`src/rtl/stall_det_pkg.sv`:
```
package stall_det_pkg;

    parameter int SAMPLE_W_DEF    = 10;
    parameter int COUNT_W_DEF     = 11;
    parameter int WIN_DEPTH_DEF   = 4;
    parameter int SCALE_LIMIT_DEF = 500;
    parameter int SCALE_SHIFT_DEF = 3;
    parameter int DECAY_W         = 3;
    parameter logic [DECAY_W-1:0] DECAY_RIPPLE = 3'b111;

    typedef struct packed {
        logic stall;
        logic stl;
        logic fault;
    } stall_status_t;

    function automatic logic detect_gate(
        input logic               mode_sel,
        input logic [DECAY_W-1:0] decay_sel,
        input logic               stall_en,
        input logic               fault_present
    );
        return mode_sel && (decay_sel == DECAY_RIPPLE) && stall_en && !fault_present;
    endfunction

endpackage

```
`src/rtl/trq_window.sv`:
```
module trq_window #(
    parameter int SAMPLE_W = stall_det_pkg::SAMPLE_W_DEF,
    parameter int DEPTH    = stall_det_pkg::WIN_DEPTH_DEF
) (
    input  logic                clk_i,
    input  logic                rst_i,
    input  logic                active_i,
    input  logic                stb_i,
    input  logic [SAMPLE_W-1:0] sample_i,
    output logic [SAMPLE_W-1:0] avg_o
);
    localparam int SHIFT = $clog2(DEPTH);
    localparam int SUM_W = SAMPLE_W + SHIFT;

    logic [SAMPLE_W-1:0] win_q   [DEPTH];
    logic [SAMPLE_W-1:0] win_nxt [DEPTH];
    logic [SUM_W-1:0]    sum_nxt;

    assign win_nxt[0] = sample_i;
    generate
        for (genvar g = 1; g < DEPTH; g++) begin : g_shift
            assign win_nxt[g] = win_q[g-1];
        end
    endgenerate

    always_comb begin
        sum_nxt = '0;
        for (int i = 0; i < DEPTH; i++) begin
            sum_nxt = sum_nxt + SUM_W'(win_nxt[i]);
        end
    end

    assign avg_o = SAMPLE_W'(sum_nxt >> SHIFT);

    always_ff @(posedge clk_i) begin
        if (rst_i || !active_i) begin
            for (int i = 0; i < DEPTH; i++) win_q[i] <= '0;
        end else if (stb_i) begin
            for (int i = 0; i < DEPTH; i++) win_q[i] <= win_nxt[i];
        end
    end

    // an inactive cycle leaves an empty window behind it
    assert_flush_R10: assert property (@(posedge clk_i) disable iff (rst_i)
        !active_i |=> (win_q[0] == '0 && win_q[DEPTH-1] == '0));

endmodule

```
`src/rtl/trq_scaler.sv`:
```
module trq_scaler #(
    parameter int SAMPLE_W = stall_det_pkg::SAMPLE_W_DEF,
    parameter int COUNT_W  = stall_det_pkg::COUNT_W_DEF,
    parameter int LIMIT    = stall_det_pkg::SCALE_LIMIT_DEF,
    parameter int SHIFT    = stall_det_pkg::SCALE_SHIFT_DEF
) (
    input  logic                scale_en_i,
    input  logic [SAMPLE_W-1:0] avg_i,
    output logic [COUNT_W-1:0]  count_o
);
    localparam int PROD_W = COUNT_W + SHIFT;
    localparam logic [PROD_W-1:0] CAP = PROD_W'({COUNT_W{1'b1}});

    logic [PROD_W-1:0] prod;
    logic              small_avg;

    assign small_avg = (32'(avg_i) < LIMIT);
    assign prod      = PROD_W'(avg_i) << SHIFT;

    always_comb begin
        if (scale_en_i && small_avg) begin
            count_o = (prod > CAP) ? CAP[COUNT_W-1:0] : prod[COUNT_W-1:0];
        end else begin
            count_o = COUNT_W'(avg_i);
        end
    end

    // scaling, saturated or not, never reports below the average
    always_comb begin
        assert_scale_floor_R4: assert (count_o >= COUNT_W'(avg_i));
    end

endmodule

```
`src/rtl/stall_status_latch.sv`:
```
module stall_status_latch
    import stall_det_pkg::*;
(
    input  logic          clk_i,
    input  logic          rst_i,
    input  logic          set_i,
    input  logic          clr_i,
    output stall_status_t status_o
);
    stall_status_t st_q;

    always_ff @(posedge clk_i) begin
        if (rst_i || clr_i) begin
            st_q <= '0;
        end else if (set_i) begin
            st_q <= '{stall: 1'b1, stl: 1'b1, fault: 1'b1};
        end
    end

    assign status_o = st_q;

    // a latched stall holds until a clear arrives
    assert_hold_R7: assert property (@(posedge clk_i) disable iff (rst_i)
        (st_q.stall && !clr_i) |=> (st_q.stall && st_q.stl && st_q.fault));

    // a clear always wins, even against a simultaneous set
    assert_clear_R9: assert property (@(posedge clk_i) disable iff (rst_i)
        clr_i |=> (st_q == '0));

endmodule

```
`src/rtl/stall_detector.sv`:
```
module stall_detector
    import stall_det_pkg::*;
#(
    parameter int SAMPLE_W = SAMPLE_W_DEF,
    parameter int COUNT_W  = COUNT_W_DEF
) (
    input  logic                clk_i,
    input  logic                rst_i,
    input  logic [SAMPLE_W-1:0] raw_sample_i,
    input  logic                half_cycle_stb_i,
    input  logic                zero_cross_stb_i,
    input  logic                mode_sel_i,
    input  logic [2:0]          decay_sel_i,
    input  logic                stall_en_i,
    input  logic                fault_present_i,
    input  logic [COUNT_W-1:0]  stall_thr_i,
    input  logic                scale_en_i,
    input  logic                report_en_i,
    input  logic                clr_reg_i,
    input  logic                clr_sleep_i,
    output logic [COUNT_W-1:0]  trq_count_o,
    output logic                stall_o,
    output logic                stl_o,
    output logic                fault_o,
    output logic                nfault_o
);
    logic                active;
    logic [SAMPLE_W-1:0] avg;
    logic [COUNT_W-1:0]  count_nxt;
    logic [COUNT_W-1:0]  count_q;
    logic                stall_set;
    logic                clr_any;
    stall_status_t       status;

    assign active = detect_gate(mode_sel_i, decay_sel_i, stall_en_i, fault_present_i);

    trq_window #(.SAMPLE_W(SAMPLE_W), .DEPTH(WIN_DEPTH_DEF)) u_window (
        .clk_i    (clk_i),
        .rst_i    (rst_i),
        .active_i (active),
        .stb_i    (half_cycle_stb_i),
        .sample_i (raw_sample_i),
        .avg_o    (avg)
    );

    trq_scaler #(
        .SAMPLE_W (SAMPLE_W),
        .COUNT_W  (COUNT_W),
        .LIMIT    (SCALE_LIMIT_DEF),
        .SHIFT    (SCALE_SHIFT_DEF)
    ) u_scaler (
        .scale_en_i (scale_en_i),
        .avg_i      (avg),
        .count_o    (count_nxt)
    );

    always_ff @(posedge clk_i) begin
        if (rst_i) begin
            count_q <= '0;
        end else if (active && half_cycle_stb_i) begin
            count_q <= count_nxt;
        end
    end

    assign stall_set = active && zero_cross_stb_i && (count_q < stall_thr_i);
    assign clr_any   = clr_reg_i || clr_sleep_i;

    stall_status_latch u_latch (
        .clk_i    (clk_i),
        .rst_i    (rst_i),
        .set_i    (stall_set),
        .clr_i    (clr_any),
        .status_o (status)
    );

    assign trq_count_o = count_q;
    assign stall_o     = status.stall;
    assign stl_o       = status.stl;
    assign fault_o     = status.fault;
    assign nfault_o    = !(status.stall && report_en_i);

    // the count moves only after an active half-cycle strobe
    assert_count_hold_R3: assert property (@(posedge clk_i) disable iff (rst_i)
        !(active && half_cycle_stb_i) |=> $stable(trq_count_o));

    // no new stall while detection is gated off
    assert_gated_R1: assert property (@(posedge clk_i) disable iff (rst_i)
        (!active && !stall_o) |=> !stall_o);

    // a fresh stall always follows an active zero-crossing strobe
    assert_zc_only_R6: assert property (@(posedge clk_i) disable iff (rst_i)
        $rose(stall_o) |-> $past(active && zero_cross_stb_i));

endmodule

```
`config.mk`:
```
export PLATFORM = sky130hd
export DESIGN_NAME = stall_detector
export DESIGN_NICKNAME = d
export VERILOG_FILES = /design/src/rtl/stall_det_pkg.sv /design/src/rtl/trq_window.sv /design/src/rtl/trq_scaler.sv /design/src/rtl/stall_status_latch.sv /design/src/rtl/stall_detector.sv
export SDC_FILE = /design/constraint.sdc
export NUM_CORES = 1
export LEC_CHECK = 0
export ABC_AREA = 1
export CORE_MARGIN = 5
export CORE_UTILIZATION = 30
export DETAILED_ROUTE_END_ITERATION = 8
export DONT_BUFFER_PORTS = 1
export HOLD_SLACK_MARGIN = 0.1
export PLACE_DENSITY = 0.46
export SLEW_MARGIN = 5
export SYNTH_ARGS = -nofsm -noshare
export SYNTH_HDL_FRONTEND = slang
export SYNTH_SLANG_ARGS = --single-unit
```
`constraint.sdc`:
```
create_clock -name clk_i -period 4.7 [get_ports clk_i]
set_input_delay 0.94 -clock clk_i [delete_from_list [all_inputs] [get_ports clk_i]]
set_output_delay 0.94 -clock clk_i [all_outputs]
set_load 0.05 [all_outputs]
```
==> reports/qor.csv <==
metric,value,unit
cp_common_cell,nor2_1,
min_period_over_period,87.27,%
slew_headroom,33.79,%
layout-drive-gt1-share,12.02,%
clockBufferDepth,2,
cp_slowest_cell,fa_1,
grt_usage,10.80,%
clock_latency,0.29,ns
drtIter0Drc,60,
synth_cells,439,
cts.sinks,42,
chipWidth,117.1,microns
path_buf_inv,1,
maxCapViolCount,0,
wirelength,6937,microns
yosysTopAreaCell,edfxtp_1,
ys_ff_latch,42,
irDropWorstVdd,0.0001525,V
timing.rr.end,trq_count_o[1]$_SDFFE_PP0P_,
finalMaxSlewViolations,0,
r2r_cells,23,
io_pins,50,
hpwl,5569,microns
ys_seq_area_share,33.18,%
whs_path_depth,2,
max_freq,243.8,MHz
crit_arrival,4.28,ns
vias,2604,
outcome,finished clean,
postSynthAreaPerCell,7.835,sq um
worstMarginPinSlew,0.9920,ns
syn_nets,515,
cts_resized,0,
critPathCaptureType,register,
hold_end,u_window.win_q[0][27]$_SDFFCE_PN0P_,
drcViolationCount,0,
core_area,0.01132,sq mm
r2r_slack,0.85,ns
synth_top_cell_area_share,26.19,%
fin_crit,4.102,ns
place.port_buffers,0,
tns,0,ns
worst_hold_path_type,register to register,
h-tree-depth,2,
first_pass_iters,4,
cts_setup_buffers,0,
grt_antenna_before_repair,0,
grt-ovfl-total,0,
multi_input_area,0.001847,sq mm
nFillCells,1241,
avgRoutedWirePerCell,11.88,microns
critPathTopFamily,adder cells,
root_buffer,clkbuf_16,
finClkSkew,0.007485,ns
crit_path_start,raw_sample_i[0],
via_per_inst,4.459,
final_nets,517,
start_util,30.38,%
syn2layout_area_growth,9.131,%
powerDensity,231.4,mW/mm^2
crit_chain,ha_1 -> fa_1 -> nand3_1 -> nand2_1 -> a21oi_1 -> nor2_1 -> nor2_1 -> xor2_1 -> fa_1 -> inv_1 -> ha_1 -> a21oi_2 -> nor2_1 -> nor2_2 -> nand2_1 -> nand2_1 -> nand2_2 -> nor2_4 -> nand3_4 -> nand3_1 -> nand2_1 -> nor2_1 -> nor2_1,
ys.warnings.count,0,
min_from,u_window.win_q[0][17]$_SDFFCE_PN0P_,
crit_fanout,7,
rsz0062_at_grt,no,
postRouteAntennaNets,0,
power.leakage,1.817,nW
routabilityCongestion,0.8331,
criticalPathCategory,primary input to register,
hold_violations,0,
setup-violations-final,0,
synth_cell_type_count,39,
place_inst,577,
cp-start-kind,primary input,
rr_startpoint,u_window.win_q[0][0]$_SDFFCE_PN0P_,
row_count,39,
die_y,117.1,microns
max_stage_delay,0.48,ns
cts_tree,done,
grt_pass1_wl,11700,microns
cts_buffers,5,
grt_max_degree,31,
ys_top_cells_by_area,"edfxtp_1 (26%), inv_1 (11%), ha_1 (11%), nand2_1 (7.4%), dfxtp_1 (7.0%)",
final_cells,584,
critPathRequiredTime,4.87,ns
diodes,0,
syn_area,0.003440,sq mm
grt_pass1_vias,2615,
seqCellArea,0.001141,sq mm
path_clk_slew,0.06,ns
hold_buffers,0,
dieArea,0.01371,sq mm
[placed cells by master (no fill, tap or decap), drive strengths merged, types with 4 or more instances in the layout]
cell and n:
xor2 4, edfxtp 30, clkbuf 5, nand4 10, o21ai 9, inv 108
nand2 87, ha 30, a21oi 32, nor2 56, dfxtp 12, fa 11
nand3 20, xnor2 5
[power breakdown]
part / switching, mW / total [mW] / internal, mW
clock: 0.143 / 0.389 / 0.246
sequential: 0.00272 / 0.396 / 0.393
combinational: 0.0532 / 0.0834 / 0.0302
[Yosys cell counts]
cell type    n
xor2_1       4
nand2_2     19
a2111o_1     1
nand4_1      9
o21ai_1      3
inv_2        5
nor2b_1      1
a21o_1       1
nor2_2       5
xnor2_1      5
o21bai_1     3
a21boi_1     1
buf_2        4
nor3_2       1
a21oi_1     31
nand3_1     13
clkinv_2     1
o21ai_0      6
inv_1      102
nor4_2       1
or2_4        1
clkbuf_1     1
nand4_2      1
ha_1        30
nor2_1      49
buf_4        2
nand3_2      5
dfxtp_1     12
o211ai_1     3
nor2_4       2
nand3b_1     1
nand2_1     68
nand3_4      2
a31oi_1      1
inv_4        1
a21oi_2      1
nor3_1       2
fa_1        11
edfxtp_1    30
[through the flow]
stage / hold slack (ns) / instance area [sq um] / power [mW] / utilization, % / worst slack, ns
final: 0.5794 / 3754 / 0.8687 / 33.16 / 0.5982
after global routing: 0.6083 / 3754 / 0.9092 / 33.16 / 0.2693
after CTS: 0.5867 / 3754 / 0.8805 / 33.16 / 0.5740
after floorplan: 0.5490 / 3440 / 0.4734 / - / 0.6519
after detailed placement: 0.5694 / 3595 / 0.4879 / 31.75 / 0.2911
after global placement: 0.5560 / 3595 / 0.4875 / 31.75 / 0.3174
[state kept, by name (all words and copies together), names as in the netlist]
register          cells
trq_count_o          11
u_window.win_q       30
u_latch.status_o      1
[worst min-delay path, delay by kind of cell (launching register included)]
family	cells	cell delay, ns
buf+inv	1	0.06
simple gates	1	0.09
flops	1	0.32
[cell type report]
type                            instances  share of cell area, %
Multi-Input combinational cell        281                  49.20
Sequential cell                        42                  30.40
Inverter                              109                  11.00
Tap cell                              143                  4.767
Clock buffer                            5                  3.333
Clock inverter                          2                 0.9000
Timing Repair Buffer                    2                 0.4000
[worst max path at each step]
stage | to | slack, ns | cells past startpoint
final | trq_count_o[1]$_SDFFE_PP0P_ | 0.60 | 23
after global routing | trq_count_o[7]$_SDFFE_PP0P_ | 0.27 | 21
after detailed placement | trq_count_o[1]$_SDFFE_PP0P_ | 0.29 | 23
after floorplan | trq_count_o[1]$_SDFFE_PP0P_ | 0.65 | 23
after CTS | trq_count_o[1]$_SDFFE_PP0P_ | 0.57 | 23
after global placement | trq_count_o[1]$_SDFFE_PP0P_ | 0.32 | 22
[logic make-up after synthesis]
logic type	share of synthesized area, %
adder cells (fa/ha/maj)	17.32
buffers and inverters	13.13
flip-flops	33.18
AND/OR/NAND/NOR	25.75
XOR/XNOR	2.292
AO/OA/AOI/OAI	8.330
[routing by layer]
metal	global-route usage [%]	vias up	share of wire [%]
li1	-	1378	-
met4	3.670	0	1.7
met2	18.81	55	46
met3	2.468	10	4.9
met1	13.14	1161	47
met5	0	-	0
No activity file was read; power rests on OpenSTA's default activity.
